**src/rtl/fti_pkg.sv**
```systemverilog
// Shared constants and types for the fan tach interrupt gate.
// Assumes an 8-bit register bus and 2-bit PWM selectors.
package fti_pkg;
    localparam int unsigned FTI_DATA_W  = 8;
    localparam int unsigned FTI_SEL_W   = 2;
    localparam int unsigned FTI_DUTY_W  = 8;
    localparam logic [7:0]  FTI_EN_RST  = 8'h1E;
    localparam logic [7:0]  FTI_MAP_RST = 8'h24;
    localparam int unsigned FTI_ONE_BIT = 4;
    typedef logic [FTI_SEL_W-1:0] fti_sel_t;
    localparam fti_sel_t    FTI_SEL_NONE = 2'b11;
endpackage

```
**src/rtl/fti_cfg_regs.sv**
```systemverilog
// Configuration registers: enable and fan-to-PWM map, plus the sticky lock.
// Assumes 2*NFAN < data width, so every map field fits in one byte.
module fti_cfg_regs
    import fti_pkg::*;
#(
    parameter int unsigned NFAN     = 3,
    parameter int unsigned ADDR_W   = 8,
    parameter int unsigned EN_ADDR  = 0,
    parameter int unsigned MAP_ADDR = 1
) (
    input  logic                      clk,
    input  logic                      rst_n,
    input  logic                      lock_req,
    input  logic                      wr_en,
    input  logic [ADDR_W-1:0]         addr,
    input  logic [FTI_DATA_W-1:0]     wdata,
    output logic [FTI_DATA_W-1:0]     rdata,
    output logic                      grp_en,
    output logic [NFAN-1:0]           fan_en,
    output logic [NFAN*FTI_SEL_W-1:0] map_sel
);
    localparam int unsigned MAP_W = NFAN * FTI_SEL_W;

    logic             locked_q;
    logic             grp_q;
    logic [NFAN-1:0]  fen_q;
    logic [MAP_W-1:0] map_q;
    logic             wr_ok;
    logic             wdata_unused;

    assign wr_ok        = wr_en && !locked_q && !lock_req;
    assign wdata_unused = ^wdata[FTI_DATA_W-1:MAP_W];

    // Lock flag: set by request, cleared only by reset.
    always_ff @(posedge clk) begin
        if (!rst_n)        locked_q <= 1'b0;
        else if (lock_req) locked_q <= 1'b1;
    end

    // Enable register storage; reserved bits are not stored.
    always_ff @(posedge clk) begin
        if (!rst_n) begin
            grp_q <= FTI_EN_RST[0];
            fen_q <= FTI_EN_RST[NFAN:1];
        end else if (wr_ok && addr == ADDR_W'(EN_ADDR)) begin
            grp_q <= wdata[0];
            fen_q <= wdata[NFAN:1];
        end
    end

    // Map register storage; reserved upper bits are not stored.
    always_ff @(posedge clk) begin
        if (!rst_n)
            map_q <= FTI_MAP_RST[MAP_W-1:0];
        else if (wr_ok && addr == ADDR_W'(MAP_ADDR))
            map_q <= wdata[MAP_W-1:0];
    end

    // Read mux; reserved bits read 0 except the fixed-one enable bit.
    always_comb begin
        rdata = '0;
        if (addr == ADDR_W'(EN_ADDR)) begin
            rdata[0]           = grp_q;
            rdata[NFAN:1]      = fen_q;
            rdata[FTI_ONE_BIT] = 1'b1;
        end else if (addr == ADDR_W'(MAP_ADDR)) begin
            rdata[MAP_W-1:0] = map_q;
        end
    end

    assign grp_en  = grp_q;
    assign fan_en  = fen_q;
    assign map_sel = map_q;

    a_r3_lock_sticky: assert property (@(posedge clk) disable iff (!rst_n)
        locked_q |=> locked_q);
    a_r3_locked_frozen: assert property (@(posedge clk) disable iff (!rst_n)
        locked_q |=> ($stable(grp_q) && $stable(fen_q) && $stable(map_q)));
endmodule

```
**src/rtl/fti_qualify.sv**
```systemverilog
// Per-fan error qualifier: passes an error only when the fan is enabled,
// not disabled, and mapped to a PWM channel with nonzero duty.
// Assumes NPWM < 2**selector width, so the all-ones code means no mapping.
module fti_qualify
    import fti_pkg::*;
#(
    parameter int unsigned NFAN = 3,
    parameter int unsigned NPWM = 3
) (
    input  logic [NFAN-1:0]            err,
    input  logic [NFAN-1:0]            fan_en,
    input  logic [NFAN-1:0]            fan_off,
    input  logic [NFAN*FTI_SEL_W-1:0]  map_sel,
    input  logic [NPWM*FTI_DUTY_W-1:0] duty,
    output logic [NFAN-1:0]            qual
);
    for (genvar i = 0; i < NFAN; i++) begin : g_fan
        fti_sel_t sel;
        logic     running;
        assign sel = map_sel[i*FTI_SEL_W +: FTI_SEL_W];

        // Pick the mapped channel's duty; an unmapped code never matches.
        always_comb begin
            running = 1'b0;
            for (int p = 0; p < NPWM; p++)
                if (sel == FTI_SEL_W'(p))
                    running = |duty[p*FTI_DUTY_W +: FTI_DUTY_W];
        end

        assign qual[i] = err[i] && fan_en[i] && !fan_off[i] && running;
    end
endmodule

```
**src/rtl/fti_status.sv**
```systemverilog
// Sticky status bits with write-one-to-clear; a set outranks a clear.
module fti_status #(
    parameter int unsigned NFAN = 3
) (
    input  logic            clk,
    input  logic            rst_n,
    input  logic [NFAN-1:0] qual,
    input  logic            clr_we,
    input  logic [NFAN-1:0] clr_mask,
    output logic [NFAN-1:0] sts
);
    logic [NFAN-1:0] sts_q;
    logic [NFAN-1:0] keep;

    assign keep = clr_we ? ~clr_mask : '1;

    // Status update: hold unless cleared, then OR in new qualified errors.
    always_ff @(posedge clk) begin
        if (!rst_n) sts_q <= '0;
        else        sts_q <= (sts_q & keep) | qual;
    end

    assign sts = sts_q;

    a_r4_set_needs_qual: assert property (@(posedge clk) disable iff (!rst_n)
        1'b1 |=> ((sts_q & ~$past(sts_q) & ~$past(qual)) == '0));
    a_r7_no_spont_clear: assert property (@(posedge clk) disable iff (!rst_n)
        !clr_we |=> ((sts_q & $past(sts_q)) == $past(sts_q)));
endmodule

```
**src/rtl/fan_tach_irq_gate.sv**
```systemverilog
// Top level: configuration, qualification, sticky status and interrupt pin.
// Assumes all inputs are synchronous to clk.
module fan_tach_irq_gate
    import fti_pkg::*;
#(
    parameter int unsigned NFAN   = 3,
    parameter int unsigned NPWM   = 3,
    parameter int unsigned ADDR_W = 8
) (
    input  logic                       clk,
    input  logic                       rst_n,
    input  logic                       reg_we,
    input  logic [ADDR_W-1:0]          reg_addr,
    input  logic [FTI_DATA_W-1:0]      reg_wdata,
    output logic [FTI_DATA_W-1:0]      reg_rdata,
    input  logic                       lock_req,
    input  logic [NFAN-1:0]            tach_err,
    input  logic [NPWM*FTI_DUTY_W-1:0] pwm_duty,
    input  logic [NFAN-1:0]            fan_off,
    input  logic                       irq_en_global,
    input  logic                       clr_we,
    input  logic [NFAN-1:0]            clr_mask,
    output logic [NFAN-1:0]            tach_sts,
    output logic                       irq_n
);
    logic                      grp_en;
    logic [NFAN-1:0]           fan_en;
    logic [NFAN*FTI_SEL_W-1:0] map_sel;
    logic [NFAN-1:0]           qual;

    fti_cfg_regs #(.NFAN(NFAN), .ADDR_W(ADDR_W)) i_cfg (
        .clk(clk), .rst_n(rst_n), .lock_req(lock_req), .wr_en(reg_we),
        .addr(reg_addr), .wdata(reg_wdata), .rdata(reg_rdata),
        .grp_en(grp_en), .fan_en(fan_en), .map_sel(map_sel)
    );

    fti_qualify #(.NFAN(NFAN), .NPWM(NPWM)) i_qual (
        .err(tach_err), .fan_en(fan_en), .fan_off(fan_off),
        .map_sel(map_sel), .duty(pwm_duty), .qual(qual)
    );

    fti_status #(.NFAN(NFAN)) i_sts (
        .clk(clk), .rst_n(rst_n), .qual(qual), .clr_we(clr_we),
        .clr_mask(clr_mask), .sts(tach_sts)
    );

    // Interrupt pin: active low when any enabled status is pending.
    always_comb begin
        irq_n = !(irq_en_global && grp_en && |(tach_sts & fan_en));
    end

    a_r8_irq_gated: assert property (@(posedge clk) disable iff (!rst_n)
        !irq_n |-> (irq_en_global && grp_en && (tach_sts != '0)));
    a_r6_off_blocks: assert property (@(posedge clk) disable iff (!rst_n)
        (qual & fan_off) == '0);
endmodule

```
**config.mk**
```make
export PLATFORM = sky130hd
export DESIGN_NAME = fan_tach_irq_gate
export DESIGN_NICKNAME = d
export VERILOG_FILES = /design/src/rtl/fti_pkg.sv /design/src/rtl/fti_cfg_regs.sv /design/src/rtl/fti_qualify.sv /design/src/rtl/fti_status.sv /design/src/rtl/fan_tach_irq_gate.sv
export SDC_FILE = /design/constraint.sdc
export NUM_CORES = 1
export LEC_CHECK = 0
export CORE_ASPECT_RATIO = 1.5
export CORE_MARGIN = 1.5
export CORE_UTILIZATION = 30
export CTS_CLUSTER_DIAMETER = 150
export DETAILED_ROUTE_END_ITERATION = 10
export PLACE_DENSITY = 0.75
export SLEW_MARGIN = 0
export SYNTH_ARGS = -nofsm -noshare
export SYNTH_HDL_FRONTEND = slang
export SYNTH_SLANG_ARGS = --single-unit
```
**constraint.sdc**
```tcl
create_clock -name clk -period 3.2 [get_ports clk]
set_input_delay 0.64 -clock clk [delete_from_list [all_inputs] [get_ports clk]]
set_output_delay 0.64 -clock clk [all_outputs]
set_load 0.005 [all_outputs]
```
Yosys cells after proc, flatten, opt, wreduce, memory -nomap -nowiden
Index checks and enable logic that the tools add are counted.
Widths: inputs -> output; s select.

word-level totals
  register bits = 14
  logic and storage cells = 58

cells by class
  equality and inequality tests = 7
  mux-type cells = 13
  bitwise gates (word level) = 4
  reduce and logical (&&, ||, !) cells = 29

operator list
  cell                count
  $reduce_or 8->1     3
  $logic_and 1x1->1   15
  $mux 1              10
  $eq 8x1->1 const B  1
  $logic_not 8->1     1
  $and 3x3->3         2
  $eq 2x1->1 const B  3
  $eq 2x2->1 const B  3
  $logic_not 1->1     6
  $logic_not 2->1     3
  $mux 6              1
  $mux 5              1
  $mux 3              1
  $not 3->3           1
  $or 3x3->3          1
  $reduce_or 3->1     1

Depth between registers and ports, before layout
  depth after elaboration = 6
  depth in mapped cells = 5

Hierarchy
A second synthesis with hierarchy kept.

unflattened totals
  cells, all modules = 114
  area, all modules = 900.9 µm²

by module, submodules not included
  module             cells an instance  times used  sequential area each (µm²)  area an instance (µm²)
  fti_cfg_regs       70                 1           220.2                       586.8
  fti_qualify        30                 1           0.0                         191.4
  fti_status         12                 1           60.1                        105.1
  fan_tach_irq_gate  2                  1           0.0                         17.5

Worst setup path after synthesis
OpenSTA, ideal clock, no wires.

  path type = input-to-output
  start point = input reg_addr[6]
  end point = output reg_rdata[4]
  stages = 3
  slack = 1.264 ns
  arrival time = 1.296 ns
  cell sequence = nor4_4 nand2_1 a21oi_1

between the ends
  longest elaborated chain between the ends = 3

RTL lines
  element          line                     RTL
  start, declared  fan_tach_irq_gate.sv:13  input logic [ADDR_W-1:0] reg_addr,
  $eq 8x1->1       fti_cfg_regs.sv:66       end else if (addr == ADDR_W'(MAP_ADDR)) begin
  $mux 6           fti_cfg_regs.sv:66
  $mux 5 (*)       fti_cfg_regs.sv:62       if (addr == ADDR_W'(EN_ADDR)) begin
  end, declared    fan_tach_irq_gate.sv:15  output logic [FTI_DATA_W-1:0] reg_rdata,

Mark *: on every way between the ends. The rest lies on a longest branch, timed or not.

Final worst setup path
Same ends and word-level chain as after synthesis.

==> impl_results.md <==
* TritonCTS buffer count at 3
* Clock Tree Buf Depth at 2
* Port buffer count at 62
* Crit path launch type: primary input
* Overflow after GRT at 0
* Share of cells above drive strength 1 at 0.0625
* Power Dens Cells at 296 mW/mm^2
* Largest net degree at the start of global routing at 22
* Hold depth at 2
* Cell-internal power at 0.358 mW
* Ports at 67
* Antenna-violating nets left at 0
* Yosys reg bits at 14
* Mapped Area at just over 800 sq um
* Worst R2R End: i_cfg.map_sel[2]
* DR vias/cell at a little over 5
* Critical Path AT at ~2.4 ns
* Via Count at 1000
* Max frequency at approximately 0.33 GHz
* Pre-Repair DR Iteration Count at 4
* Die extent in x at 45.7 um
* Setup TNS at 0 ns
* Reg2reg setup slack at between 1.5 and 2 ns
* Initial core utilization at 0.310
* Clock period minus worst slack at 3.03 ns
* Leading area contributor after synthesis: dfxtp_1
* Psw at 0.0894 mW
* Post-CTS resize count at 0
* CP max FO at 6
* Tcrit/Tclk final at 0.947
* Synth Warn # at 0
* Crit-path most repeated cell: clkdlybuf4s50_1
* Root buf cell: clkbuf_8
* Avg Inst Size Synth at roughly 8.4 sq um
* Slew @ Worst Pin at 0.742 ns
* Area growth syn-to-layout at 84.7%
* Nets at 216
* Clk slew on worst S/H paths at around 0.06 ns
* Clock group share of total power at 0.374
* Crit path cell chain: clkdlybuf4s50_1, nor4_4, nand2_1, a21oi_1, clkdlybuf4s50_1
* First-pass GRT wire length at 4.13 mm
* Logic pwr share at 0.221
* Worst R2R Start: i_cfg.locked_q
* WL final at 2.71 mm
* R2R cell count at 4
* Antenna violations before repair at 0
* Yosys top cell area share at 0.342
* Non-Filler Instances at roughly 200
* Sequential-to-total area share from yosys stat at 0.342
* Core box area at 0.00265 sq mm
* Sw Share at 0.200
* CTS tree: built
* Clock Skew at ~0.00030 ns
* Site Rows at 23
* Status: finished, final reports clean
* Final GP Congestion at between 0.7 and 0.8
* Top_reg_cell synth: dfxtp_1
* Largest stage delay, worst path at roughly 0.54 ns
* FFs w/ async S/R, synth at 0
* Flop pwr share at 0.405
* Htree depth at 1
* Unique masters post-synth at 27
* CTS Hold Bufs at 0
* Hold Vio Cnt, Final at 0
* Cell family with most CP delay: buffers and inverters
* CP bufs+invs at 2
* Hpwl dp at 2.21 mm
* Setup Buffers After CTS at 0
* Crit end category: primary output
* P_leak at between 0.5 and 0.6 nW
* RSZ-0062 raised after global routing: no
* Chip height at 67.0 um
* Hold Path Class: reg -> reg
* Slowest-stage cell, CP: clkdlybuf4s50_1
* Drt initial violations at 27
* Hold Crit Endpoint: i_cfg.grp_en
* Cells after synthesis at 98
* Slew Limit Headroom at 0.504
* Worst hold start: i_cfg.grp_en
* Die Area at 0.00306 sq mm
* Max VDD drop at 0.199 mV
* Vias in the first global route at between 1000 and 1500
* Total track usage at 0.188
* Clock latency on the worst-skew pair at between 0.2 and 0.25 ns
* N_diodes at 0
* Commonest cells post-synth: nand2_1 (18), dfxtp_1 (14), mux2i_1 (9)
* Fill cell count at 259
* Setup violators final at 0
* Total number of clock tree sinks at 14
* Most common cell in the synthesized netlist: nand2_1
* Synth top area cells: dfxtp_1 (34%), mux2i_1 (11%), nand2_1 (8.2%), nor4_1 (4.6%), nand3_1 (3.7%)
* Max cap viols at 0
* Crit Path Category: in -> out
* Max-slew violation count at 0
* Wire length per cell at between 10 and 15 um
* Remaining DRCs at 0
* CP required at 2.56 ns
* EDFF count, synth at 0
* Placed insts at 193
routing by layer:
metal | part of all wire | vias up | global-route usage
met3 | 0.078 | 5 | 0.0271
met4 | 0.026 | 0 | 0.121
met5 | 0 | - | 0
met2 | 0.54 | 54 | 0.357
met1 | 0.35 | 457 | 0.171
li1 | - | 484 | -
worst reg2reg max path, delay by kind of cell (launching register included):
family | cells | cell delay [ns]
and+or+nand+nor | 3 | 0.58
muxes | 1 | 0.21
DFF | 1 | 0.33
power by group through the flow:
stage                     Combinational, mW  Sequential, mW  Clock, mW
after floorplan                      0.0247           0.185          0
after global placement               0.0975           0.185          0
after detailed placement             0.0991           0.185          0
after CTS                            0.0999           0.182      0.170
after global routing                  0.106           0.182      0.178
final                                0.0988           0.182      0.168
layout make-up:
| cell class | instances | area [sq um] | area share |
|---|---|---|---|
| Multi-Input combinational cell | 78 | 504 | 0.333 |
| Inverter | 2 | 7.51 | 0.00496 |
| Sequential cell | 14 | 280 | 0.185 |
| Timing Repair Buffer | 62 | 621 | 0.410 |
| Clock buffer | 4 | 55.1 | 0.0364 |
| Tap cell | 37 | 46.3 | 0.0306 |
cell usage in the layout, fill, tap and decap left out:
cell type        synthesis  layout
a21oi_1                  3       3
a222oi_1                 1       1
a32oi_1                  3       3
and4bb_2                 1       1
clkbuf_8                 0       4
clkdlybuf4s50_1          0      62
conb_1                   1       2
dfxtp_1                 14      14
inv_1                    2       2
mux2i_1                  9       9
nand2_1                 18      18
nand3_1                  6       6
nand3_2                  2       2
nand3b_1                 2       2
nand4b_1                 2       2
nor2_1                   7       7
nor3_1                   1       1
nor3_2                   1       1
nor3b_1                  2       2
nor4_1                   6       6
nor4_4                   1       1
nor4b_2                  1       1
o21a_1                   1       1
o21ai_0                  6       6
o31ai_1                  1       1
o41ai_1                  2       2
logic make-up after synthesis:
family,count (synthesis),synth area share
mux,9,0.110
buf+inv,7,0.0473
compound gates,17,0.139
other cells,1,0.00458
simple gates,50,0.357
flops,14,0.342
how the worst max path moves through the flow:
stage	from	endpoint	slack (ns)	cells past startpoint
after global placement	reg_addr[6]	reg_rdata[4]	0.21	5
after detailed placement	reg_addr[6]	reg_rdata[4]	0.16	5
after CTS	reg_addr[6]	reg_rdata[4]	0.16	5
after floorplan	reg_addr[6]	reg_rdata[4]	1.26	3
after global routing	reg_addr[3]	reg_rdata[4]	0.05	5
final	reg_addr[6]	reg_rdata[4]	0.17	5
registers in the layout (all words and copies together), names as in the netlist:
register / count
i_cfg.fan_en: 3
i_cfg.grp_en: 1
i_cfg.locked_q: 1
i_cfg.map_sel: 6
i_sts.sts: 3
through the flow:
stage	util	total power [mW]	setup slack, ns	instance area, sq um	hold WS [ns]
after detailed placement	0.551	0.284	0.157	1460	0.484
final	0.572	0.448	0.170	1510	0.499
after global routing	0.572	0.465	0.0468	1510	0.520
after CTS	0.572	0.451	0.158	1510	0.497
after floorplan	-	0.209	1.26	823	0.454
after global placement	0.551	0.283	0.205	1460	0.483
(Power assumes the default switching activity.)
